[config.mk]
export PLATFORM = sky130hd
export DESIGN_NAME = imp_upd_filter
export DESIGN_NICKNAME = d
export VERILOG_FILES = /design/src/rtl/ifl_pkg.sv /design/src/rtl/ifl_edge_detect.sv /design/src/rtl/ifl_trim.sv /design/src/rtl/ifl_run_filter.sv /design/src/rtl/imp_upd_filter.sv
export SDC_FILE = /design/constraint.sdc
export NUM_CORES = 1
export LEC_CHECK = 0
export BUFFER_PORTS_ARGS = -buffer_cell sky130_fd_sc_hd__buf_2
export CORE_MARGIN = 2
export CORE_UTILIZATION = 40
export DETAILED_ROUTE_END_ITERATION = 12
export PLACE_DENSITY = 0.62
export SLEW_MARGIN = 20
export SYNTH_ARGS = -nofsm -noshare
export SYNTH_HDL_FRONTEND = slang
export SYNTH_SLANG_ARGS = --single-unit
[constraint.sdc]
create_clock -name clk -period 6.2 [get_ports clk]
set_input_delay 0.62 -clock clk [delete_from_list [all_inputs] [get_ports clk]]
set_output_delay 0.62 -clock clk [all_outputs]
set_load 0.1 [all_outputs]
[src/rtl/ifl_pkg.sv]
package ifl_pkg;
  localparam int unsigned RUN_MAX = 8;
  localparam int unsigned RUN_W   = 4;

  // Requests needed before a code is applied for a filter select value.
  function automatic logic [RUN_W-1:0] run_need(input logic [2:0] sel);
    if (sel == 3'b000) return RUN_W'(1);
    return {1'b0, sel} + RUN_W'(1);
  endfunction

  // Signed step (4-bit two's complement) for a drive select value: 3 - sel.
  function automatic logic [3:0] drive_step(input logic [2:0] sel);
    return 4'd3 - {1'b0, sel};
  endfunction

  // Signed step for a pair of force bits.
  function automatic logic [3:0] force_step(input logic up, input logic dn);
    if (up && !dn) return 4'b0001;
    if (dn && !up) return 4'b1111;
    return 4'b0000;
  endfunction
endpackage

[src/rtl/ifl_edge_detect.sv]
module ifl_edge_detect (
  input  logic clk,
  input  logic rst_n,
  input  logic lvl,
  output logic rise
);
  logic lvl_d;

  always_ff @(posedge clk or negedge rst_n) begin
    if (!rst_n) lvl_d <= 1'b0;
    else        lvl_d <= lvl;
  end

  assign rise = lvl & ~lvl_d;

  // a held level yields one edge only
  assert_single_edge_R5: assert property (@(posedge clk) disable iff (!rst_n)
    $past(rise) |-> !rise);
endmodule

[src/rtl/ifl_trim.sv]
module ifl_trim #(
  parameter int unsigned W = 6
) (
  input  logic [W-1:0] base,
  input  logic [3:0]   step,
  output logic [W-1:0] res
);
  localparam int unsigned SW = W + 2;
  logic [SW-1:0] sum;

  always_comb begin
    sum = {2'b00, base} + {{(SW-4){step[3]}}, step};
    if (sum[SW-1])      res = '0;
    else if (sum[SW-2]) res = '1;
    else                res = sum[W-1:0];
  end
endmodule

[src/rtl/ifl_run_filter.sv]
module ifl_run_filter
  import ifl_pkg::*;
#(
  parameter int unsigned CODE_W     = 6,
  parameter int unsigned RESET_CODE = 32
) (
  input  logic              clk,
  input  logic              rst_n,
  input  logic              xfer,
  input  logic [CODE_W-1:0] code,
  input  logic [2:0]        filt_sel,
  input  logic              lock,
  input  logic              rtr_edge,
  output logic [CODE_W-1:0] acc_code
);
  logic [CODE_W-1:0] cand_q;
  logic [RUN_W-1:0]  run_q, run_nxt, need;
  logic              fresh_q, take, match, apply;

  assign need    = run_need(filt_sel);
  assign take    = xfer & ~lock & ~rtr_edge;
  assign match   = (run_q != '0) && (code == cand_q);
  assign run_nxt = !match ? RUN_W'(1) :
                   (run_q == RUN_W'(RUN_MAX)) ? run_q : run_q + RUN_W'(1);
  assign apply   = take & (fresh_q | (run_nxt >= need));

  always_ff @(posedge clk or negedge rst_n) begin
    if (!rst_n) begin
      cand_q   <= '0;
      run_q    <= '0;
      fresh_q  <= 1'b0;
      acc_code <= CODE_W'(RESET_CODE);
    end else if (rtr_edge) begin
      run_q   <= '0;
      fresh_q <= 1'b1;
    end else if (take) begin
      cand_q <= code;
      run_q  <= run_nxt;
      if (apply) begin
        acc_code <= code;
        fresh_q  <= 1'b0;
      end
    end
  end

  assert_bypass_R1: assert property (@(posedge clk) disable iff (!rst_n)
    (xfer && !lock && !rtr_edge && filt_sel == 3'b000) |=> acc_code == $past(code));
  assert_change_needs_req_R2: assert property (@(posedge clk) disable iff (!rst_n)
    !$stable(acc_code) |-> $past(xfer && !lock));
  assert_lock_hold_R4: assert property (@(posedge clk) disable iff (!rst_n)
    lock |=> $stable(acc_code));
  assert_edge_no_apply_R5: assert property (@(posedge clk) disable iff (!rst_n)
    rtr_edge |=> $stable(acc_code));
endmodule

[src/rtl/imp_upd_filter.sv]
module imp_upd_filter
  import ifl_pkg::*;
#(
  parameter int unsigned CODE_W     = 6,
  parameter int unsigned RESET_CODE = 32
) (
  input  logic              clk,
  input  logic              rst_n,
  input  logic              req_valid,
  output logic              req_ready,
  input  logic [CODE_W-1:0] req_code,
  input  logic [2:0]        filt_sel,
  input  logic              lock,
  input  logic              retrain,
  input  logic [2:0]        drive_sel,
  input  logic              pu_up,
  input  logic              pu_dn,
  input  logic              pd_up,
  input  logic              pd_dn,
  output logic [CODE_W-1:0] code_out,
  output logic [CODE_W-1:0] pu_code,
  output logic [CODE_W-1:0] pd_code
);
  localparam int unsigned SIDES = 2;

  logic              rtr_edge;
  logic [CODE_W-1:0] acc_code;
  logic [SIDES-1:0]  f_up, f_dn;
  logic [CODE_W-1:0] side_code [SIDES];

  assign req_ready = 1'b1;

  ifl_edge_detect u_edge (
    .clk(clk), .rst_n(rst_n), .lvl(retrain), .rise(rtr_edge)
  );

  ifl_run_filter #(.CODE_W(CODE_W), .RESET_CODE(RESET_CODE)) u_filt (
    .clk(clk), .rst_n(rst_n), .xfer(req_valid & req_ready), .code(req_code),
    .filt_sel(filt_sel), .lock(lock), .rtr_edge(rtr_edge), .acc_code(acc_code)
  );

  ifl_trim #(.W(CODE_W)) u_drive (
    .base(acc_code), .step(drive_step(drive_sel)), .res(code_out)
  );

  assign f_up = {pd_up, pu_up};
  assign f_dn = {pd_dn, pu_dn};

  for (genvar s = 0; s < SIDES; s++) begin : g_side
    ifl_trim #(.W(CODE_W)) u_force (
      .base(code_out), .step(force_step(f_up[s], f_dn[s])), .res(side_code[s])
    );
  end

  assign pu_code = side_code[0];
  assign pd_code = side_code[1];

  assert_nominal_R6: assert property (@(posedge clk) disable iff (!rst_n)
    drive_sel == 3'b011 |-> code_out == acc_code);
  assert_pu_balance_R7: assert property (@(posedge clk) disable iff (!rst_n)
    pu_up == pu_dn |-> pu_code == code_out);
  assert_pd_balance_R7: assert property (@(posedge clk) disable iff (!rst_n)
    pd_up == pd_dn |-> pd_code == code_out);
  assert_ready_R9: assert property (@(posedge clk) disable iff (!rst_n)
    req_ready);
endmodule

## Yosys cells after proc, flatten, opt, wreduce, memory -nomap -nowiden

Index checks and enable logic that the tools add are counted.

- Register bits: 18
- Output and inout port bits: 19

- Add/sub/neg operators: 6
- $lt $le $gt $ge: 1
- Equality and inequality tests: 2
- Multiplexer cells: 30
- Bitwise gates (word level): 8
- Reduce and logical (&&, ||, !) cells: 16

Operators with widths:

| cell | number |
|---|---|
| $mux W4 | 14 |
| $mux W6 | 6 |
| $add A7 B4 Y8 | 3 |
| $mux W1 | 10 |
| $eq A6 B6 Y1 | 1 |
| $logic_and A1 B1 Y1 | 5 |
| $add A3 B1 Y4 const B | 1 |
| $add A4 B1 Y4 const B | 1 |
| $and A1 B1 Y1 | 4 |
| $eq A4 B4 Y1 const B | 1 |
| $ge A4 B4 Y1 | 1 |
| $logic_not A1 Y1 | 4 |
| $reduce_and A2 Y1 | 2 |
| $reduce_bool A2 Y1 | 2 |
| $reduce_bool A4 Y1 | 1 |
| $sub A2 B3 Y4 const A | 1 |
| $logic_not A3 Y1 | 1 |
| $not A1 Y1 | 3 |
| $reduce_and A3 Y1 | 1 |
| $or A1 B1 Y1 | 1 |

## Longest topological paths before layout

Gate-level depths: netlist (run 1).

- Depth after elaboration: 9
- Mapped depth: 15
- Mapped depth without buffers: 15

## Cells and area by module

From an unflattened synthesis (run 1), not the netlist that was laid out.

- Cells, all modules: 296
- Area total of the unflattened synthesis: 2491.1 sq um

By module, submodules not included:

| module | times used | cells an instance | area an instance (sq um) |
|---|---|---|---|
| ifl_run_filter | 1 | 92 | 1024.7 |
| ifl_trim (g_side[1].u_force ...) | 2 | 64 | 457.9 |
| ifl_trim (g_side[0].u_force) | 1 | 64 | 452.9 |
| imp_upd_filter | 1 | 10 | 58.8 |
| ifl_edge_detect | 1 | 2 | 38.8 |

## Worst setup path after synthesis (run 1)

Ideal clock, no wire load.

- Path type: input to output
- Start point: input drive_sel[1]
- End point: output pd_code[0]
- Data arrival time: 7.583 ns
- Slack: -2.003 ns
- Cell stages on the path: 12
- Cell sequence: inv_1 ha_1 a21oi_1 o221ai_2 and2_1 o311ai_1 ha_1 a21oi_2 nand2_2 a31oi_1 o21ai_0 a211oi_1

- Longest elaborated chain between the ends: 7

RTL lines:

| item | line | RTL |
|---|---|---|
| start: declaration | imp_upd_filter.sv:15 | `input logic [2:0] drive_sel,` |
| $sub A2 B3 Y4 (*) | ifl_pkg.sv:13 | `return 4'd3 - {1'b0, sel};` |
| $add A7 B4 Y8 (*) | ifl_trim.sv:12 | `sum = {2'b00, base} + {{(SW-4){step[3]}}, step};` |
| $mux W6 | ifl_trim.sv:14 | `else if (sum[SW-2]) res = '1;` |
| $mux W6 (*) | ifl_trim.sv:13 | `if (sum[SW-1]) res = '0;` |
| via code_out[3] | imp_upd_filter.sv:20 | `output logic [CODE_W-1:0] code_out,` |
| $add A7 B4 Y8 (*) | ifl_trim.sv:12 |  |
| $mux W6 | ifl_trim.sv:14 |  |
| $mux W6 (*) | ifl_trim.sv:13 |  |
| end: declaration | imp_upd_filter.sv:22 | `output logic [CODE_W-1:0] pd_code` |

The timed path passes the listed nets; every way through them passes the cells marked *.

## Worst setup path in the final report (run 1)

- Start point: input drive_sel[2]
- End point: output pu_code[0]

- Longest elaborated chain between the ends: 7

RTL lines:

| item | line | RTL |
|---|---|---|
| $sub A2 B3 Y4 (*) | ifl_pkg.sv:13 |  |
| $add A7 B4 Y8 (*) | ifl_trim.sv:12 |  |
| $mux W6 | ifl_trim.sv:14 |  |
| $mux W6 (*) | ifl_trim.sv:13 |  |
| $add A7 B4 Y8 (*) | ifl_trim.sv:12 |  |
| $mux W6 | ifl_trim.sv:14 |  |
| $mux W6 (*) | ifl_trim.sv:13 |  |
| end: declaration | imp_upd_filter.sv:21 | `output logic [CODE_W-1:0] pu_code,` |

Mark *: on every way between the ends. The rest lies on a longest branch, timed or not.

==> impl_results.md, run 1 <==
- Total routing usage reported by global routing: 16.6%
- Number of global-route vias before repair: 2369
- Overall via count from detail_route: 2508
- Slew HR: 48.3%
- Crit path time final: 5090 ps
- Primary flip-flop cell chosen by synthesis mapping: sky130_fd_sc_hd__dfrtp_1
- Number of instances in the synthesized netlist: 341
- Type of element launching the critical path: input pin
- Kind of cell adding the most delay to the critical path: compound AO/OA/AOI/OAI gates
- Final instance count without filler cells: 447
- Final GP Congestion: 0.811
- Period utilisation layout: 82.2%
- Async set-or-reset flop fraction in the synthesized netlist: 100%
- Maximum number of pins on one net before global-route repair: 21
- Worst vdd ir: 0.487 mV
- Slew Viols, Final: 0
- Number of gates resized after cts: 0
- DRC violation count after routing: 0
- Worst skew pair latency: 260 ps
- Post-layout utilization of the core: 46.4%
- Cell area after synthesis: 2590 um^2
- Synth Register Bits: 18
- Post-place setup slack: 1120 ps
- Number of distinct library cells after synthesis: 59
- Core box area: 6310 um^2
- Total Die Area: 7130 um^2
- Outcome: complete, no violations
- Area of the multi-input gates: 2030 um^2
- Number of clock sinks seen by CTS: 18
- Setup violators final: 0
- Relative contribution of the clock network to total power: 6.8%
- Pleak: 1.40 nW
- Number of standard-cell rows in the floorplan: 29
- Type of the worst setup path: input pin to output port
- Crit. End Element: output port
- Per-cell routed wire length: 12.9 um
- Initial standard-cell utilization of the core: 41.0%
- Seq pwr share: 11.1%
- Footprint of the flip-flops and latches: 452 um^2
- Final Hold Slack: 280 ps
- Vertical extent of the die: 84.4 um
- Share of the yosys chip area belonging to registers: 17.5%
- Switching part of the total power: 65.6%
- Top post-synthesis cells by area: sky130_fd_sc_hd__dfrtp_1 (16%), sky130_fd_sc_hd__ha_1 (15%), sky130_fd_sc_hd__a21oi_1 (4.8%)
- Placed Cells incl. Taps: 443
- Fraction of layout instances using a drive strength above 1: 19.5%
- Warning count from the yosys run: 0
- Clock slew at reported path FFs: 70 ps
- TritonCTS Buffers: 3
- Highest-count cells in the layout ignoring fill and taps: sky130_fd_sc_hd__buf_2 (38), sky130_fd_sc_hd__ha_1 (31), sky130_fd_sc_hd__nand2_1 (28)
- Post-DR vias/cell: 5.61
- Post-Synthesis Net Count: 396
- Boundary pin count: 40
- Buffers from clock root to sink, at most: 2
- Reported net switching power: 0.944 mW
- Wire length of the first global-routing pass: 10200 um
- Total negative slack for setup checks: 0 ps
- Logic gate share of total power: 82.1%
- Remaining global-route overflow: 0
- Post-DRT Antenna Nets: 0
- Slowest-stage cell, CP: sky130_fd_sc_hd__buf_2
- Number of diodes: 0
- Data required time at the worst endpoint: 5580 ps
- Slew at the pin with the worst max-slew slack: 775 ps
- Worst Path Buf+Inv: 2
- Area added between synthesis and finish: 13.2%
- Worst min path class: input pin to async pin
- Count of input and output buffers: 38
- Crit path cell chain: buf_2 > ha_1 > a21oi_1 > o221ai_2 > and2_1 > o21ai_1 > o221ai_2 > ha_1 > fa_1 > a21o_1 > a221o_1 > nor2_1 > nand3_1 > o211ai_1 > buf_2
- Avg Cell Area, Syn: 7.59 um^2
- Depth of the CTS H-tree: 1
- Starting DRT DRC Count: 62
- Length of the first detailed-routing pass in iterations: 4
- Highest fanout seen on the critical path: 16
- Nets: 426
- Clock tree from TritonCTS: built
- Count of endpoints failing hold in the final timing report: 0
- Setup repair bufs after CTS: 0
- Maximum clock frequency: 196 MHz
- Signal arrival time at the worst endpoint: 4470 ps
- Share of the synthesized area in the top cell type: 16.4%
- Number of inserted filler cells in the final layout: 642
- Post-synth EDFFs: 0
- Setup repair after global routing missed its margin: no
- Power per Cell Area: 491 nW/um^2
- Routed wire length: 5770 um
- Initial antenna violation count: 0
- Most common cell after layout, fill and taps aside: sky130_fd_sc_hd__buf_2
- Die Span X: 84.4 um
- Critical path's largest stage delay: 450 ps
- Internal power: 0.494 mW
- Detail Placement HPWL: 4640 um
- CTS Root Cell: sky130_fd_sc_hd__clkbuf_8
- Number of max-cap violations: 0
- Leading area contributor after synthesis: sky130_fd_sc_hd__dfrtp_1
- Worst Clk Skew: 4.54 ps
- Post-route setup slack: 1110 ps
- Hold_buf cts: 0
==> through the flow <==
step	power [mW]	cell area (um^2)
after global placement	1.33	2870
after detailed placement	1.34	2870
after CTS	1.44	2930
after floorplan	1.18	2660
final	1.44	2930
after global routing	1.53	2930
==> power by group through the flow <==
stage / Combinational [mW] / Clock [mW] / Sequential [mW]
6_report: 1.18 / 0.0980 / 0.160
5_1_grt: 1.27 / 0.103 / 0.163
4_1_cts: 1.18 / 0.0996 / 0.160
3_5_place_dp: 1.18 / 0 / 0.162
3_3_place_gp: 1.17 / 0 / 0.162
2_1_floorplan: 1.03 / 0 / 0.155
==> cells in the mapped netlist (2+ instances only) <==
master / number
sky130_fd_sc_hd__buf_2: 5
sky130_fd_sc_hd__inv_1: 27
sky130_fd_sc_hd__clkbuf_1: 3
sky130_fd_sc_hd__a21oi_2: 2
sky130_fd_sc_hd__nor3_1: 5
sky130_fd_sc_hd__fa_1: 3
sky130_fd_sc_hd__a21oi_1: 25
sky130_fd_sc_hd__o211ai_1: 9
sky130_fd_sc_hd__a31oi_1: 5
sky130_fd_sc_hd__a21o_1: 6
sky130_fd_sc_hd__o21bai_1: 3
sky130_fd_sc_hd__o31a_1: 2
sky130_fd_sc_hd__nand3_1: 19
sky130_fd_sc_hd__or3_1: 4
sky130_fd_sc_hd__mux2i_1: 2
sky130_fd_sc_hd__and3_1: 7
sky130_fd_sc_hd__o21ai_0: 21
sky130_fd_sc_hd__and2_1: 3
sky130_fd_sc_hd__nand4_1: 4
sky130_fd_sc_hd__o22ai_1: 4
sky130_fd_sc_hd__xor2_1: 10
sky130_fd_sc_hd__o22a_1: 2
sky130_fd_sc_hd__nor2b_1: 6
sky130_fd_sc_hd__xnor2_1: 8
sky130_fd_sc_hd__buf_4: 2
sky130_fd_sc_hd__buf_6: 2
sky130_fd_sc_hd__o221ai_2: 2
sky130_fd_sc_hd__nand2b_1: 7
sky130_fd_sc_hd__nand3b_1: 2
sky130_fd_sc_hd__nand2_1: 28
sky130_fd_sc_hd__ha_1: 31
sky130_fd_sc_hd__o21ai_1: 5
sky130_fd_sc_hd__dfrtp_1: 17
sky130_fd_sc_hd__or2_2: 2
sky130_fd_sc_hd__nor2_1: 26
sky130_fd_sc_hd__o221ai_1: 4
sky130_fd_sc_hd__a211oi_1: 6
==> per-layer routing <==
metal / wire [um] / part of all wire [%] / track usage, % / vias up
met2: 2800 / 49 / 29.3 / 48
met4: 73 / 1.3 / 4.47 / 0
met3: 163 / 2.8 / 1.08 / 9
met1: 2730 / 47 / 22.0 / 1157
met5: 0 / 0 / 0 / -
li1: - / - / - / 1294
==> layout make-up <==
cell class | instances | area share [%]
multi-input cells | 283 | 69.4
flip-flops and latches | 18 | 15.4
repair buffers | 38 | 6.50
inverters | 27 | 3.46
well taps | 77 | 3.29
clock buffers | 4 | 1.88
==> flip-flops by register name (all words and copies together), names as in the netlist <==
signal           count
u_filt.cand_q        6
u_edge.lvl_d         1
u_filt.fresh_q       1
u_filt.run_q         4
u_filt.acc_code      6
==> final timing paths <==
path	startpoint	endpoint	slack (ps)	cells past startpoint
setup reg to reg	u_filt.run_q[0]	u_filt.acc_code[0]	3430	11
hold / removal	rst_n	u_filt.cand_q[4]	280	1
min in group clk	retrain	u_edge.lvl_d	490	1
hold reg to reg	u_filt.cand_q[3]	u_filt.cand_q[3]	500	2
max in group asynchronous	rst_n	u_filt.acc_code[5]	5590	1
setup / recovery	drive_sel[2]	pu_code[0]	1110	15
==> logic make-up after synthesis <==
logic type               Yosys count  synth area share (%)
AO/OA/AOI/OAI                    107                  27.5
adder cells (fa/ha/maj)           34                  17.3
other                              1                 0.145
AND/OR/NAND/NOR                  120                  23.4
buffers and inverters             40                  6.91
XOR/XNOR                          18                  6.09
multiplexers                       3                  1.21
flip-flops                        18                  17.5
Power figures use the tool's default switching activity.
==> run 2, diff against run 1 <==
--- a/config.mk
+++ b/config.mk
@@ -9,7 +9,7 @@
 export CORE_MARGIN = 2
 export CORE_UTILIZATION = 40
 export DETAILED_ROUTE_END_ITERATION = 12
-export PLACE_DENSITY = 0.62
+export PLACE_DENSITY = 0.64
 export SLEW_MARGIN = 20
 export SYNTH_ARGS = -nofsm -noshare
 export SYNTH_HDL_FRONTEND = slang
==> constraint.sdc (replaced) <==
create_clock -name clk -period 4.1 [get_ports clk]
set_input_delay 0.41 -clock clk [delete_from_list [all_inputs] [get_ports clk]]
set_output_delay 0.41 -clock clk [all_outputs]
set_load 0.1 [all_outputs]
==> impl_results.md, run 2 (synthesized netlist as in run 1, its figures left out) <==
- Outcome: complete, but fails checks
- Failing checks: setup timing
- Registers with the most flip-flops: u_filt.acc_code (6), u_filt.cand_q (6), u_filt.run_q (4)
- Worst skew pair latency: 260 ps
- Initial antenna violation count: 0
- Data required time at the worst endpoint: 3690 ps
- Die Span X: 84.4 um
- Signal arrival time at the worst endpoint: 3720 ps
- Count of input and output buffers: 38
- Highest fanout seen on the critical path: 6
- Buffers from clock root to sink, at most: 2
- Clock slew at reported path FFs: 70 ps
- Per-cell routed wire length: 12.9 um
- Worst Clk Skew: 2.44 ps
- Total Die Area: 7130 um^2
- Maximum number of pins on one net before global-route repair: 21
- Highest-count cells in the layout ignoring fill and taps: sky130_fd_sc_hd__buf_4 (40), sky130_fd_sc_hd__nand2_1 (28), sky130_fd_sc_hd__buf_2 (26)
- Starting DRT DRC Count: 87
- Number of standard-cell rows in the floorplan: 29
- Post-place setup slack: -85.6 ps
- Worst reg-to-reg setup slack: 1330 ps
- Setup repair after global routing missed its margin: yes
- Wire length of the first global-routing pass: 10900 um
- Clock tree from TritonCTS: built
- Count of endpoints failing hold in the final timing report: 0
- Pleak: 1.67 nW
- Slew Viols, Final: 0
- Number of diodes: 0
- Post-route setup slack: -34.3 ps
- Maximum clock frequency: 242 MHz
- Post-DRT Antenna Nets: 0
- Setup violators final: 3
- Nets: 467
- Period utilisation layout: 101%
- Number of global-route vias before repair: 2588
- TritonCTS Buffers: 3
- Worst R2R Path Depth: 10
- Final GP Congestion: 0.800
- Remaining global-route overflow: 0
- Area added between synthesis and finish: 46.4%
- Length of the first detailed-routing pass in iterations: 4
- Worst min path class: input pin to async pin
- Fraction of layout instances using a drive strength above 1: 37.0%
- Most common cell after layout, fill and taps aside: sky130_fd_sc_hd__buf_4
- Total routing usage reported by global routing: 17.7%
- Type of the worst setup path: flip-flop to output port
- Number of clock sinks seen by CTS: 18
- Worst vdd ir: 0.756 mV
- CTS Root Cell: sky130_fd_sc_hd__clkbuf_8
- Number of max-cap violations: 0
- Crit path time final: 4130 ps
- Crit. End Element: output port
- Boundary pin count: 40
- DRC violation count after routing: 0
- Routed wire length: 6280 um
- Number of inserted filler cells in the final layout: 567
- Slew HR: 57.0%
- Core box area: 6310 um^2
- Initial standard-cell utilization of the core: 41.0%
- Power per Cell Area: 766 nW/um^2
- Slew at the pin with the worst max-slew slack: 645 ps
- Overall via count from detail_route: 2714
- Type of element launching the critical path: flip-flop
- Post-DR vias/cell: 5.56
- Detail Placement HPWL: 5040 um
- Total negative slack for setup checks: -42.3 ps
- Vertical extent of the die: 84.4 um
- Depth of the CTS H-tree: 1
-- run 2: cell count changes in the layout (fill, tap and decap cells not counted), moves of 5 or more --
cell and delta:
sky130_fd_sc_hd__buf_2 -12, sky130_fd_sc_hd__o21ai_0 -8, sky130_fd_sc_hd__a21oi_2 +5, sky130_fd_sc_hd__ha_1 -9
sky130_fd_sc_hd__o21ai_1 +6, sky130_fd_sc_hd__ha_4 +6, sky130_fd_sc_hd__buf_12 +10, sky130_fd_sc_hd__buf_4 +40
sky130_fd_sc_hd__a21oi_1 -9
-- run 2: area by class of cell --
type | count | area (um^2) | area share [%]
Timing Repair Buffer | 79 | 678 | 17.9
Sequential cell | 18 | 453 | 12.0
Clock buffer | 4 | 55.1 | 1.45
Multi-Input combinational cell | 283 | 2390 | 63.1
Inverter | 27 | 114 | 3.01
Tap cell | 77 | 96.3 | 2.54
-- run 2: power breakdown --
part	switching, mW	total [mW]	internal, mW
Combinational	1.55	2.51	0.962
Clock	0.0610	0.146	0.0854
Sequential	0.0273	0.239	0.212
-- run 2: path summary, 6_finish.rpt --
kind / from / end
worst min-delay path: rst_n / u_filt.cand_q[3]
worst min register to register: u_filt.cand_q[5] / u_filt.cand_q[5]
max in group asynchronous: rst_n / u_filt.acc_code[5]
min in group clk: retrain / u_edge.lvl_d
worst max-delay path: u_filt.acc_code[0] / pu_code[0]
worst max register to register: u_filt.cand_q[1] / u_filt.acc_code[1]
-- run 2: through the flow --
stage	instance area [um^2]	total power, mW	util, %	std cells	hold WS [ps]
global placement	3490	2.56	55.3	475	363
global route	3790	3.07	60.0	488	110
detailed placement	3490	2.58	55.3	475	368
CTS	3700	2.85	58.7	485	89.7
floorplan	2880	1.96	-	341	114
finish	3790	2.90	60.0	488	73.3
-- run 2: worst max-delay path, stage by stage, from the launching register on --
cell and delay, ps:
sky130_fd_sc_hd__dfrtp_1 410, sky130_fd_sc_hd__ha_4 170, sky130_fd_sc_hd__fa_2 330, sky130_fd_sc_hd__a21o_1 190, sky130_fd_sc_hd__buf_6 120, sky130_fd_sc_hd__a21oi_4 130, sky130_fd_sc_hd__o31a_1 160, sky130_fd_sc_hd__o22a_1 180
sky130_fd_sc_hd__o211ai_1 170, sky130_fd_sc_hd__ha_1 380, sky130_fd_sc_hd__and3_1 160, sky130_fd_sc_hd__a221o_1 380, sky130_fd_sc_hd__nor2_1 120, sky130_fd_sc_hd__nand3_1 120, sky130_fd_sc_hd__o211ai_1 190, sky130_fd_sc_hd__clkbuf_16 250
-- run 2: layer usage --
| metal | vias up | part of all wire [%] | global-route usage [%] |
|---|---|---|---|
| met5 | - | 0 | 0 |
| met4 | 0 | 1.3 | 5.34 |
| met3 | 9 | 2.7 | 0.787 |
| met2 | 60 | 53 | 34.1 |
| met1 | 1263 | 43 | 21.1 |
| li1 | 1382 | - | - |
-- run 2: repair_timing --
action,CTS,global route
buffers inserted,6,3
cloned,0,0
hold endpoints to repair,0,0
setup endpoints to repair,12,12
resized for setup,23,14
pin swaps,13,10
hold buffers,0,0
